--- config.mk ---
export PLATFORM = sky130hd
export DESIGN_NAME = nand_cache_stream
export DESIGN_NICKNAME = d
export VERILOG_FILES = /design/src/rtl/nand_cache_stream.sv
export SDC_FILE = /design/constraint.sdc
export NUM_CORES = 1
export LEC_CHECK = 0
export ABC_CLOCK_PERIOD_IN_PS = 7350
export BUFFER_PORTS_ARGS = -buffer_cell sky130_fd_sc_hd__buf_2
export CORE_MARGIN = 4
export CORE_UTILIZATION = 35
export CTS_CLUSTER_SIZE = 24
export DETAILED_ROUTE_END_ITERATION = 7
export HOLD_SLACK_MARGIN = 0.12
export PLACE_DENSITY_LB_ADDON = 0.3
export SYNTH_ARGS = -nofsm -noshare
export SYNTH_HDL_FRONTEND = slang
export SYNTH_SLANG_ARGS = --single-unit
--- constraint.sdc ---
create_clock -name clk -period 7.35 [get_ports clk]
set_input_delay 0.735 -clock clk [delete_from_list [all_inputs] [get_ports clk]]
set_output_delay 0.735 -clock clk [all_outputs]
set_load 0.02 [all_outputs]
--- src/rtl/nand_cache_stream.sv ---
module nand_cache_stream #(
  parameter int PAGE_BYTES   = 2048,
  parameter int DIE_ROW_BITS = 18,
  parameter int CNT_W        = 16,
  parameter int T_WB         = 4
) (
  input  logic             clk,
  input  logic             rst_n,
  input  logic             start,
  input  logic [23:0]      start_row,
  input  logic [CNT_W-1:0] page_count,
  output logic             busy,
  output logic             rd_valid,
  output logic [7:0]       rd_data,
  output logic             rd_last,
  output logic             cle,
  output logic             ale,
  output logic             we_n,
  output logic             re_n,
  output logic [7:0]       dq_o,
  output logic             dq_oe,
  input  logic [7:0]       dq_i,
  input  logic             rb_n
);
  localparam int COL_W = $clog2(PAGE_BYTES);
  localparam int WB_W  = $clog2(T_WB + 1);
  localparam logic [COL_W-1:0] COL_END = COL_W'(PAGE_BYTES - 1);

  typedef enum logic [2:0] {S_IDLE, S_SEND, S_WAIT, S_DEC, S_READ} st_t;
  typedef enum logic [1:0] {K_OPEN, K_CACHE, K_LAST, K_DIRECT} kind_t;

  st_t              st;
  kind_t            kind;
  logic             ph, fresh, cmd_cyc;
  logic [2:0]       idx;
  logic [23:0]      row;
  logic [CNT_W-1:0] rem;
  logic [COL_W-1:0] col;
  logic [WB_W-1:0]  wcnt;
  logic [7:0]       tx;

  wire can31    = (rem >= CNT_W'(2)) && !(&row[DIE_ROW_BITS-1:0]);
  wire [2:0] last_idx = (kind == K_OPEN) ? 3'd6 : 3'd0;

  always_comb begin
    tx = 8'h00;
    cmd_cyc = 1'b1;
    case (kind)
      K_CACHE: tx = 8'h31;
      K_LAST:  tx = 8'h3F;
      default: begin
        cmd_cyc = (idx == 3'd0) || (idx == 3'd6);
        case (idx)
          3'd3:    tx = row[7:0];
          3'd4:    tx = row[15:8];
          3'd5:    tx = row[23:16];
          3'd6:    tx = 8'h30;
          default: tx = 8'h00;
        endcase
      end
    endcase
  end

  assign busy  = (st != S_IDLE);
  assign dq_oe = (st == S_SEND);
  assign dq_o  = tx;
  assign cle   = (st == S_SEND) && cmd_cyc;
  assign ale   = (st == S_SEND) && !cmd_cyc;
  assign we_n  = !((st == S_SEND) && !ph);
  assign re_n  = !((st == S_READ) && !ph);

  always_ff @(posedge clk) begin
    if (!rst_n) begin
      st <= S_IDLE; kind <= K_OPEN; ph <= 1'b0; idx <= 3'd0; fresh <= 1'b0;
      row <= '0; rem <= '0; col <= '0; wcnt <= '0;
      rd_valid <= 1'b0; rd_data <= 8'h00; rd_last <= 1'b0;
    end else begin
      rd_valid <= 1'b0;
      rd_last  <= 1'b0;
      case (st)
        S_IDLE: if (start && page_count != '0) begin
          row <= start_row; rem <= page_count; kind <= K_OPEN;
          idx <= 3'd0; ph <= 1'b0; st <= S_SEND;
        end
        S_SEND: begin
          ph <= !ph;
          if (ph) begin
            if (idx == last_idx) begin
              st <= S_WAIT; wcnt <= WB_W'(T_WB); idx <= 3'd0;
            end else idx <= idx + 3'd1;
          end
        end
        S_WAIT: begin
          if (wcnt != '0) wcnt <= wcnt - 1'b1;
          else if (rb_n) begin
            if (kind == K_OPEN) begin fresh <= 1'b1; st <= S_DEC; end
            else begin st <= S_READ; col <= '0; ph <= 1'b0; end
          end
        end
        S_DEC: begin
          ph <= 1'b0; idx <= 3'd0;
          if (can31) begin kind <= K_CACHE; st <= S_SEND; end
          else if (fresh) begin kind <= K_DIRECT; st <= S_READ; col <= '0; end
          else begin kind <= K_LAST; st <= S_SEND; end
        end
        S_READ: begin
          ph <= !ph;
          if (!ph) begin
            rd_valid <= 1'b1; rd_data <= dq_i; rd_last <= (col == COL_END);
          end else if (col == COL_END) begin
            rem <= rem - 1'b1;
            if (kind == K_CACHE) begin
              row <= row + 24'd1; fresh <= 1'b0; st <= S_DEC;
            end else if (rem == CNT_W'(1)) st <= S_IDLE;
            else begin
              row <= row + 24'd1; kind <= K_OPEN; idx <= 3'd0; st <= S_SEND;
            end
          end else col <= col + 1'b1;
        end
        default: st <= S_IDLE;
      endcase
    end
  end

  a_r3_strobe_excl: assert property (@(posedge clk) disable iff (!rst_n)
    !(!we_n && !re_n));
  a_r3_bus_hold: assert property (@(posedge clk) disable iff (!rst_n)
    $rose(we_n) |-> ($stable(dq_o) && $stable(cle) && $stable(ale)));
  a_r4_quiet_while_busy: assert property (@(posedge clk) disable iff (!rst_n)
    !rb_n |-> (we_n && re_n));
  a_r7_no_cross_cache: assert property (@(posedge clk) disable iff (!rst_n)
    (cle && !we_n && dq_o == 8'h31) |-> (!(&row[DIE_ROW_BITS-1:0]) && rem >= CNT_W'(2)));
  a_r8_page_from_col0: assert property (@(posedge clk) disable iff (!rst_n)
    (st == S_READ && $past(st) != S_READ) |-> (col == '0));
  a_r8_last_with_valid: assert property (@(posedge clk) disable iff (!rst_n)
    rd_last |-> rd_valid);
  a_r9_valid_while_busy: assert property (@(posedge clk) disable iff (!rst_n)
    rd_valid |-> busy);
endmodule

==> results.sh, run 1 <==
export IMPL_cts_root_buffer="clkbuf_16"
export IMPL_synthArstFlopShare_pct=0
export IMPL_insertion_delay_ns=0.34
export IMPL_synth_seq_area_share_pct=31.3
export IMPL_tightest_slew_ns=1.09
export IMPL_synthCells=628
export IMPL_crit_slowest_cell="nor2_1"
export IMPL_reg2reg_depth=7
export IMPL_r2r_slack_ns=3.45
export IMPL_drcViolationCount=0
export IMPL_nNetsFinal=741
export IMPL_ant_nets=0
export IMPL_cts_htree_levels=3
export IMPL_layout_commonest_cell="buf_2"
export IMPL_routed_wl_um=13600
export IMPL_drive_gt1_share_pct=16.4
export IMPL_dp_cells=839
export IMPL_slew_violations=0
export IMPL_post_route_period_util_pct=53.1
export IMPL_area_delta_synth_final_pct=15.6
export IMPL_cp_depth=7
export IMPL_grt_ovfl_total=0
export IMPL_crit_family="simple AND/OR/NAND/NOR gates"
export IMPL_hold_viol_final=0
export IMPL_vias_per_cell=5.79
export IMPL_r2r_end="row[4]$_SDFFE_PN0P_"
export IMPL_ctsResizeCount=0
export IMPL_cpPeakStageDelay_ns=0.94
export IMPL_hold_path_class="reg2reg"
export IMPL_start_util_pct=35.7
export IMPL_route_vias_total=4943
export IMPL_n_antenna_cell=0
export IMPL_post_cts_buffers=0
export IMPL_grt_util_all_layers_pct=17.3
export IMPL_synth_seq_cells=74
export IMPL_fin_crit_ns=3.90
export IMPL_worstSetupStartpointType="flip-flop"
export IMPL_die_h_um=124
export IMPL_rsz0062_at_grt="false"
export IMPL_synth_cell_type_count=65
export IMPL_timing_max_cap_violations=0
export IMPL_reg2reg_from="st[0]$_SDFFE_PN0P_"
export IMPL_grt_pass1_wl_um=22600
export IMPL_ir_worst_vdd_v=0.000135
export IMPL_status="finished clean"
export IMPL_drt_iter0_drc=498
export IMPL_core_area_sq_um=13200
export IMPL_max_clock_path_buffers=2
export IMPL_wl_per_cell_um=16.0
export IMPL_fmax_mhz=256
export IMPL_final_cell_mix="75 x buf_2, 74 x dfxtp_1, 70 x nand2_1"
export IMPL_synth_avg_cell_area_sq_um=7.53
export IMPL_cts_tree="done"
export IMPL_rows=42
export IMPL_path_clk_slew_ns=0.06
export IMPL_endpoint_kind="flip-flop"
export IMPL_crit_path_start="st[0]$_SDFFE_PN0P_"
export IMPL_grt_max_degree=85
export IMPL_synth_edff_count=0
export IMPL_grt_pass1_vias=4554
export IMPL_synth_fp_nets=695
export IMPL_powerDensity_nw_per_um2=238
export IMPL_synth_flop_cell="dfxtp_1"
export IMPL_slew_headroom_pct=26.9
export IMPL_die_area_sq_um=15400
export IMPL_fin_skew_ns=0.00857
export IMPL_instances_no_fill=853
export IMPL_setup_viol=0
export IMPL_dp_hpwl_um=9680
export IMPL_crit_chain="or3b_2 -> buf_4 -> or4_1 -> o21a_1 -> nor2_1 -> a21boi_0 -> o21a_1"
export IMPL_port_buffers=75
export IMPL_arrival_ns=4.13
export IMPL_cts_buffers=9
export IMPL_crit_end="row[4]$_SDFFE_PN0P_"
export IMPL_cp_common_cell="o21a_1"
export IMPL_die_width_um=124
export IMPL_cp_data_required_time_ns=7.57
export IMPL_finalWeightedCongestion=0.865
export IMPL_dr_pass1_iters=6
export IMPL_antenna_found_initial=0
export IMPL_postCtsHoldBufs=0
export IMPL_cts_sinks=74
export IMPL_critPathKind="reg2reg"
export IMPL_syn_area_sq_um=4730
export IMPL_setup_tns_ns=0
export IMPL_p_leak_nw=2.10
export IMPL_cp_max_fo=84
export IMPL_worst_path_buf_inv=1
export IMPL_ios=76
export IMPL_yosys_warnings=0
cells by family (layout without fill, tap and decap cells):
| family | Yosys count | in the layout | share of synthesized area [%] |
|---|---|---|---|
| simple gates | 260 | 260 | 28.7 |
| mux | 1 | 1 | 0.212 |
| fa+ha+maj | 15 | 15 | 3.97 |
| flops | 74 | 74 | 31.3 |
| compound gates | 215 | 215 | 30.2 |
| xor+xnor | 1 | 1 | 0.185 |
| buf+inv | 62 | 111 | 5.40 |
power by group:
part	switching [W]	internal [W]	leakage [nW]	total, W
combinational	0.000201	0.000132	1.36	0.000333
clock	0.000177	0.000269	0.137	0.000446
sequential	0.0000759	0.000446	0.604	0.000522
total	0.000454	0.000846	2.10	0.00130
synthesized netlist by cell type (all sizes together) (9+ instances only):
cell / n / area (sq um)
o31ai: 9 / 67.6
nand4: 11 / 68.8
and3: 10 / 62.6
nor2: 59 / 221
nand2: 70 / 263
clkbuf: 37 / 139
or4: 16 / 124
a21oi: 53 / 265
ha: 15 / 188
nand3: 19 / 95.1
o21a: 13 / 97.6
a31oi: 13 / 87.6
a21boi: 27 / 203
or3: 11 / 68.8
inv: 16 / 60.1
dfxtp: 74 / 1480
o21ai: 51 / 255
and2: 15 / 93.8
o221a: 9 / 101
tightest hold or removal path: stages, from the launching register on:
cell and delay, ns:
dfxtp_1 0.31, nand2_1 0.04, a21boi_0 0.06
layer usage:
metal | global-route usage [%] | vias to the layer above | wire length [um]
met5 | 0 | - | 0
met2 | 26.7 | 199 | 6200
met3 | 4.68 | 21 | 1010
li1 | - | 2405 | -
met1 | 23.5 | 2318 | 6210
met4 | 5.54 | 0 | 211
registers in the layout, summed over array words and instances (netlist names):
name and flops:
col 11, kind 2, st 3, rd_valid 1, rd_data 8, rd_last 1, row 24, rem 16
idx 3, fresh 1, wcnt 3, ph 1
layout make-up:
class	instances	area [sq um]
Inverter	17	63.8
Timing Repair Buffer	80	413
Tap cell	176	220
Clock buffer	10	239
Multi-Input combinational cell	492	3000
Sequential cell	74	1480
Fill cell	1406	7770
Clock inverter	4	53.8
through the flow:
stage	setup WS (ns)	area (sq um)	hold WS (ns)	total power, W	util, %
global route	3.11	5470	0.491	0.00138	41.3
detailed placement	3.34	5170	0.458	0.000858	39.1
CTS	3.42	5470	0.468	0.00131	41.3
floorplan	4.67	4730	0.446	0.000761	-
finish	3.45	5470	0.462	0.00130	41.3
global placement	3.39	5170	0.449	0.000847	39.1
how the worst min path moves through the flow:
stage / from / to / slack [ns] / cells past startpoint
3_3_place_gp: rd_data[5]$_SDFFE_PN0P_ / rd_data[5]$_SDFFE_PN0P_ / 0.45 / 2
5_1_grt: rd_data[5]$_SDFFE_PN0P_ / rd_data[5]$_SDFFE_PN0P_ / 0.49 / 2
3_5_place_dp: rd_data[1]$_SDFFE_PN0P_ / rd_data[1]$_SDFFE_PN0P_ / 0.46 / 2
6_report: rd_data[1]$_SDFFE_PN0P_ / rd_data[1]$_SDFFE_PN0P_ / 0.46 / 2
4_1_cts: rd_data[1]$_SDFFE_PN0P_ / rd_data[1]$_SDFFE_PN0P_ / 0.47 / 2
2_1_floorplan: col[10]$_SDFFE_PN0P_ / col[10]$_SDFFE_PN0P_ / 0.45 / 2
Note: power is estimated with default switching activity, not from simulation.
==> inputs of run 2 (changes only) <==
--- a/config.mk
+++ b/config.mk
@@ -5,7 +5,7 @@
 export SDC_FILE = /design/constraint.sdc
 export NUM_CORES = 1
 export LEC_CHECK = 0
-export ABC_CLOCK_PERIOD_IN_PS = 7350
+export ABC_CLOCK_PERIOD_IN_PS = 4000
 export BUFFER_PORTS_ARGS = -buffer_cell sky130_fd_sc_hd__buf_2
 export CORE_MARGIN = 4
 export CORE_UTILIZATION = 35
==> constraint.sdc (replaced) <==
create_clock -name clk -period 4 [get_ports clk]
set_input_delay 0.4 -clock clk [delete_from_list [all_inputs] [get_ports clk]]
set_output_delay 0.4 -clock clk [all_outputs]
set_load 0.02 [all_outputs]
==> run 2 against run 1 <==
Non-clock buffer count is 3 higher. Wire length decreased by 2.7%. Clock-buffer cell count unchanged. Combinational power grew 91%. Cell count increased by 0.59%. Total power is 96% higher. Core utilization grew 0.61 points. Cell area rose by 1.5%. Critical path depth shrank 1. Setup slack worse by 2.8 ns.
==> results.sh, run 2 (synthesis gave the netlist of run 1 again) <==
export IMPL_status="finished clean"
export IMPL_crit_family="simple AND/OR/NAND/NOR gates"
export IMPL_regMostFlops="row"
export IMPL_powerDensity_nw_per_um2=458
export IMPL_final_util_pct=41.9
export IMPL_hold_viol_final=0
export IMPL_worst_path_buf_inv=0
export IMPL_top_regs="row (24), rem (16), col (11)"
export IMPL_worstSetupStartpointType="flip-flop"
export IMPL_post_route_period_util_pct=85.0
export IMPL_endpoint_kind="flip-flop"
export IMPL_reg2reg_depth=6
export IMPL_routed_wl_um=13300
export IMPL_cts_sinks=74
export IMPL_p_leak_nw=2.15
export IMPL_cts_tree="done"
export IMPL_tightest_slew_ns=1.08
export IMPL_reg2reg_from="st[2]$_SDFFE_PN0P_"
export IMPL_wl_per_cell_um=15.5
export IMPL_grt_pass1_vias=4579
export IMPL_crit_slowest_cell="nor2_1"
export IMPL_ios=76
export IMPL_layout_commonest_cell="buf_2"
export IMPL_cp_data_required_time_ns=4.24
export IMPL_vias_per_cell=5.74
export IMPL_hold_path_class="in2reg"
export IMPL_die_width_um=124
export IMPL_path_clk_slew_ns=0.06
export IMPL_start_util_pct=35.7
export IMPL_insertion_delay_ns=0.34
export IMPL_dr_pass1_iters=6
export IMPL_largest_reg_flops=24
export IMPL_r2r_slack_ns=0.60
export IMPL_finalWeightedCongestion=0.908
export IMPL_ctsResizeCount=0
export IMPL_holdWs_ns=0.305
export IMPL_final_cell_mix="75 x buf_2, 74 x dfxtp_1, 70 x nand2_1"
export IMPL_r2r_end="row[4]$_SDFFE_PN0P_"
export IMPL_grt_pass1_wl_um=22500
export IMPL_post_cts_buffers=0
export IMPL_cp_common_cell="o21a_1"
export IMPL_rows=42
export IMPL_timing_max_cap_violations=0
export IMPL_setup_viol=0
export IMPL_grt_ovfl_total=0
export IMPL_die_h_um=124
export IMPL_dp_cells=842
export IMPL_slew_headroom_pct=27.7
export IMPL_rsz0062_at_grt="false"
export IMPL_ir_worst_vdd_v=0.000254
export IMPL_cp_max_fo=23
export IMPL_cpPeakStageDelay_ns=0.94
export IMPL_critPathKind="reg2reg"
export IMPL_die_area_sq_um=15400
export IMPL_grt_max_degree=84
export IMPL_slew_violations=0
export IMPL_crit_chain="or3b_2 -> or4_1 -> o21a_1 -> nor2_1 -> a21boi_0 -> o21a_1"
export IMPL_nNetsFinal=744
export IMPL_drive_gt1_share_pct=17.0
export IMPL_ant_nets=0
export IMPL_grt_util_all_layers_pct=17.0
export IMPL_postCtsHoldBufs=0
export IMPL_core_area_sq_um=13200
export IMPL_area_delta_synth_final_pct=17.4
export IMPL_instances_no_fill=858
export IMPL_fin_crit_ns=3.40
export IMPL_dp_hpwl_um=9440
export IMPL_route_vias_total=4929
export IMPL_crit_path_start="st[2]$_SDFFE_PN0P_"
export IMPL_port_buffers=75
export IMPL_n_antenna_cell=0
export IMPL_fmax_mhz=294
export IMPL_crit_end="row[4]$_SDFFE_PN0P_"
export IMPL_drcViolationCount=0
export IMPL_antenna_found_initial=0
export IMPL_drt_iter0_drc=487
export IMPL_cts_htree_levels=3
export IMPL_setup_tns_ns=0
export IMPL_cp_depth=6
export IMPL_fin_skew_ns=0.00528
export IMPL_cts_root_buffer="clkbuf_16"
export IMPL_cts_buffers=9
export IMPL_arrival_ns=3.63
export IMPL_max_clock_path_buffers=2
-- run 2: cell count changes in the layout (fill, tap and decap cells not counted) --
cell	change
clkinv_2	+1
bufinv_16	+2
clkinvlp_4	-2
inv_6	+1
buf_4	+3
-- run 2: metal layers --
metal / up-vias / routed length, um / track usage (%)
li1: 2409 / - / -
met1: 2284 / 6040 / 23.4
met2: 216 / 5930 / 25.8
met3: 20 / 1110 / 5.46
met4: 0 / 190 / 4.71
met5: - / 0 / 0
-- run 2: worst min path at each step --
stage	from	to	depth (start not counted)
floorplan	col[10]$_SDFFE_PN0P_	col[10]$_SDFFE_PN0P_	2
global placement	rd_data[5]$_SDFFE_PN0P_	rd_data[5]$_SDFFE_PN0P_	2
detailed placement	rd_data[3]$_SDFFE_PN0P_	rd_data[3]$_SDFFE_PN0P_	2
CTS	dq_i[3]	rd_data[3]$_SDFFE_PN0P_	3
global route	dq_i[6]	rd_data[6]$_SDFFE_PN0P_	3
finish	dq_i[0]	rd_data[0]$_SDFFE_PN0P_	3
-- run 2: through the flow --
step	total power, W	area, sq um	setup slack (ns)
floorplan	0.00140	4730	1.55
global placement	0.00157	5200	0.696
detailed placement	0.00158	5200	0.631
CTS	0.00255	5550	0.590
global route	0.00268	5550	0.311
finish	0.00254	5550	0.601
-- run 2: area by class of cell --
cell class,count,area (sq um)
inverter,17,63.8
sequential,74,1480
clock inverter,6,113
clock buffer,10,239
timing repair buffer,83,435
multi-input combinational,492,3000
fill,1373,7690
tap,176,220
-- run 2: where the power goes --
part | switching, W | internal, W | leakage, nW | total, W
sequential | 0.000122 | 0.000820 | 0.604 | 0.000942
clock | 0.000338 | 0.000629 | 0.173 | 0.000966
combinational | 0.000387 | 0.000249 | 1.37 | 0.000636
total | 0.000846 | 0.00170 | 2.15 | 0.00254
-- run 2: worst min-delay path: stages --
cell      delay (ns)
buf_2           0.10
nand2_1         0.04
a21boi_0        0.06
==> inputs of run 3 (changes only) <==
--- a/config.mk
+++ b/config.mk
@@ -5,7 +5,7 @@
 export SDC_FILE = /design/constraint.sdc
 export NUM_CORES = 1
 export LEC_CHECK = 0
-export ABC_CLOCK_PERIOD_IN_PS = 4000
+export ABC_CLOCK_PERIOD_IN_PS = 3400
 export BUFFER_PORTS_ARGS = -buffer_cell sky130_fd_sc_hd__buf_2
 export CORE_MARGIN = 4
 export CORE_UTILIZATION = 35
==> constraint.sdc (replaced) <==
create_clock -name clk -period 3.4 [get_ports clk]
set_input_delay 0.34 -clock clk [delete_from_list [all_inputs] [get_ports clk]]
set_output_delay 0.34 -clock clk [all_outputs]
set_load 0.02 [all_outputs]
==> run 3 against run 2 <==
Setup slack worse by 0.10 ns. Cell count up 0.23%. Hold slack worse by 0.062 ns. Largest power group is now sequential cells. Critical path type is now reg2out.
==> results.sh, run 3 (synthesis gave the netlist of run 1 again) <==
export IMPL_status="finished clean"
export IMPL_endpoint_kind="output port"
export IMPL_rows=42
export IMPL_max_clock_path_buffers=2
export IMPL_vias_per_cell=5.75
export IMPL_finalWeightedCongestion=0.911
export IMPL_hold_viol_final=0
export IMPL_p_leak_nw=2.14
export IMPL_p_seq_share_pct=38.7
export IMPL_ios=76
export IMPL_dp_hpwl_um=9730
export IMPL_regMostFlops="row"
export IMPL_clkPwrFrac_pct=36.3
export IMPL_nNetsFinal=746
export IMPL_ctsResizeCount=0
export IMPL_final_util_pct=41.8
export IMPL_drcViolationCount=0
export IMPL_setup_viol=0
export IMPL_grt_pass1_vias=4712
export IMPL_fin_skew_ns=0.00722
export IMPL_timing_max_cap_violations=0
export IMPL_layout_commonest_cell="buf_2"
export IMPL_post_cts_buffers=0
export IMPL_dp_cells=844
export IMPL_die_h_um=124
export IMPL_routed_wl_um=13500
export IMPL_instances_no_fill=860
export IMPL_slew_headroom_pct=11.8
export IMPL_drive_gt1_share_pct=17.3
export IMPL_route_vias_total=4946
export IMPL_ant_nets=0
export IMPL_path_clk_slew_ns=0.06
export IMPL_ir_worst_vdd_v=0.000307
export IMPL_dr_pass1_iters=5
export IMPL_postCtsHoldBufs=0
export IMPL_die_width_um=124
export IMPL_area_delta_synth_final_pct=17.1
export IMPL_start_util_pct=35.7
export IMPL_grt_ovfl_total=0
export IMPL_sw_frac_of_total_pct=34.5
export IMPL_p_sw_w=0.00100
export IMPL_setup_tns_ns=0
export IMPL_wl_per_cell_um=15.7
export IMPL_fillers=1408
export IMPL_fin_crit_ns=2.90
export IMPL_final_cell_mix="75 x buf_2, 74 x dfxtp_1, 70 x nand2_1"
export IMPL_finalPower_w=0.00290
export IMPL_top_regs="row (24), rem (16), col (11)"
export IMPL_grt_max_degree=84
export IMPL_pwr_share_comb_pct=25.0
export IMPL_tightest_slew_ns=1.31
export IMPL_post_route_period_util_pct=85.4
export IMPL_critPathKind="reg2out"
export IMPL_rsz0062_at_grt="false"
export IMPL_insertion_delay_ns=0.35
export IMPL_design_area_sq_um=5540
export IMPL_powerDensity_nw_per_um2=524
export IMPL_cp_max_fo=83
export IMPL_core_area_sq_um=13200
export IMPL_die_area_sq_um=15400
export IMPL_grt_util_all_layers_pct=17.5
export IMPL_cts_htree_levels=3
export IMPL_cts_buffers=9
export IMPL_drt_iter0_drc=417
export IMPL_fmax_mhz=345
export IMPL_place_area_sq_um=5210
export IMPL_cts_tree="done"
export IMPL_slew_violations=0
export IMPL_cp_data_required_time_ns=3.06
export IMPL_hold_path_class="in2reg"
export IMPL_intPower_w=0.00190
export IMPL_worstSetupStartpointType="flip-flop"
export IMPL_port_buffers=75
export IMPL_grt_pass1_wl_um=22900
export IMPL_largest_reg_flops=24
export IMPL_cts_root_buffer="clkbuf_16"
export IMPL_arrival_ns=2.56
export IMPL_n_antenna_cell=0
export IMPL_multi_input_area_sq_um=3000
export IMPL_seqCellArea_sq_um=1480
export IMPL_cts_sinks=74
export IMPL_antenna_found_initial=0
-- run 3: cell count changes in the layout (fill, tap and decap cells not counted) --
cell,previous run,this run
clkinvlp_4,0,2
clkinv_2,1,0
clkbuf_8,1,0
bufinv_16,3,2
buf_4,8,10
clkinv_4,1,2
-- run 3: per-stage QoR --
stage,setup WS (ns),hold WS (ns)
floorplan,0.954,0.446
global placement,0.699,0.452
detailed placement,0.635,0.467
CTS,0.492,0.232
global route,0.293,0.231
finish,0.497,0.243
-- run 3: path summary, 6_finish.rpt --
path                                 from                 endpoint  slack, ns  cells past startpoint
hold reg to reg   rd_data[5]$_SDFFE_PN0P_  rd_data[5]$_SDFFE_PN0P_       0.47                      2
setup / recovery       st[0]$_SDFFE_PN0P_                     re_n       0.50                      6
hold / removal                    dq_i[4]  rd_data[4]$_SDFFE_PN0P_       0.24                      3
setup reg to reg       st[0]$_SDFFE_PN0P_     rem[11]$_SDFFE_PN0P_       0.64                      6
-- run 3: metal layers --
metal | GRT usage (%) | part of all wire (%) | vias up
met3 | 5.11 | 6.6 | 33
met2 | 27.2 | 45 | 183
li1 | - | - | 2425
met4 | 6.38 | 2.7 | 0
met5 | 0 | 0 | -
met1 | 23.1 | 46 | 2305
-- run 3: layout make-up --
type / instances / area share (%)
Tap cell: 176 / 3.98
Timing Repair Buffer: 85 / 8.13
Inverter: 17 / 1.15
Multi-Input combinational cell: 492 / 54.1
Clock buffer: 9 / 4.07
Clock inverter: 7 / 1.83
Sequential cell: 74 / 26.7
-- run 3: critical path, cell delays in order, from the launching register on --
cell and delay, ns:
dfxtp_1 0.46, or3b_2 0.54, buf_4 0.38, nor2_1 0.18, buf_4 0.19, clkinv_1 0.23, buf_2 0.24
-- run 3: power groups by stage --
stage                     clock network (W)  registers [W]  logic, W
after floorplan                           0        0.00106  0.000583
after global placement                    0        0.00113  0.000710
after detailed placement                  0        0.00114  0.000721
after CTS                           0.00108        0.00112  0.000726
after global routing                0.00112        0.00114  0.000818
final                               0.00106        0.00112  0.000726
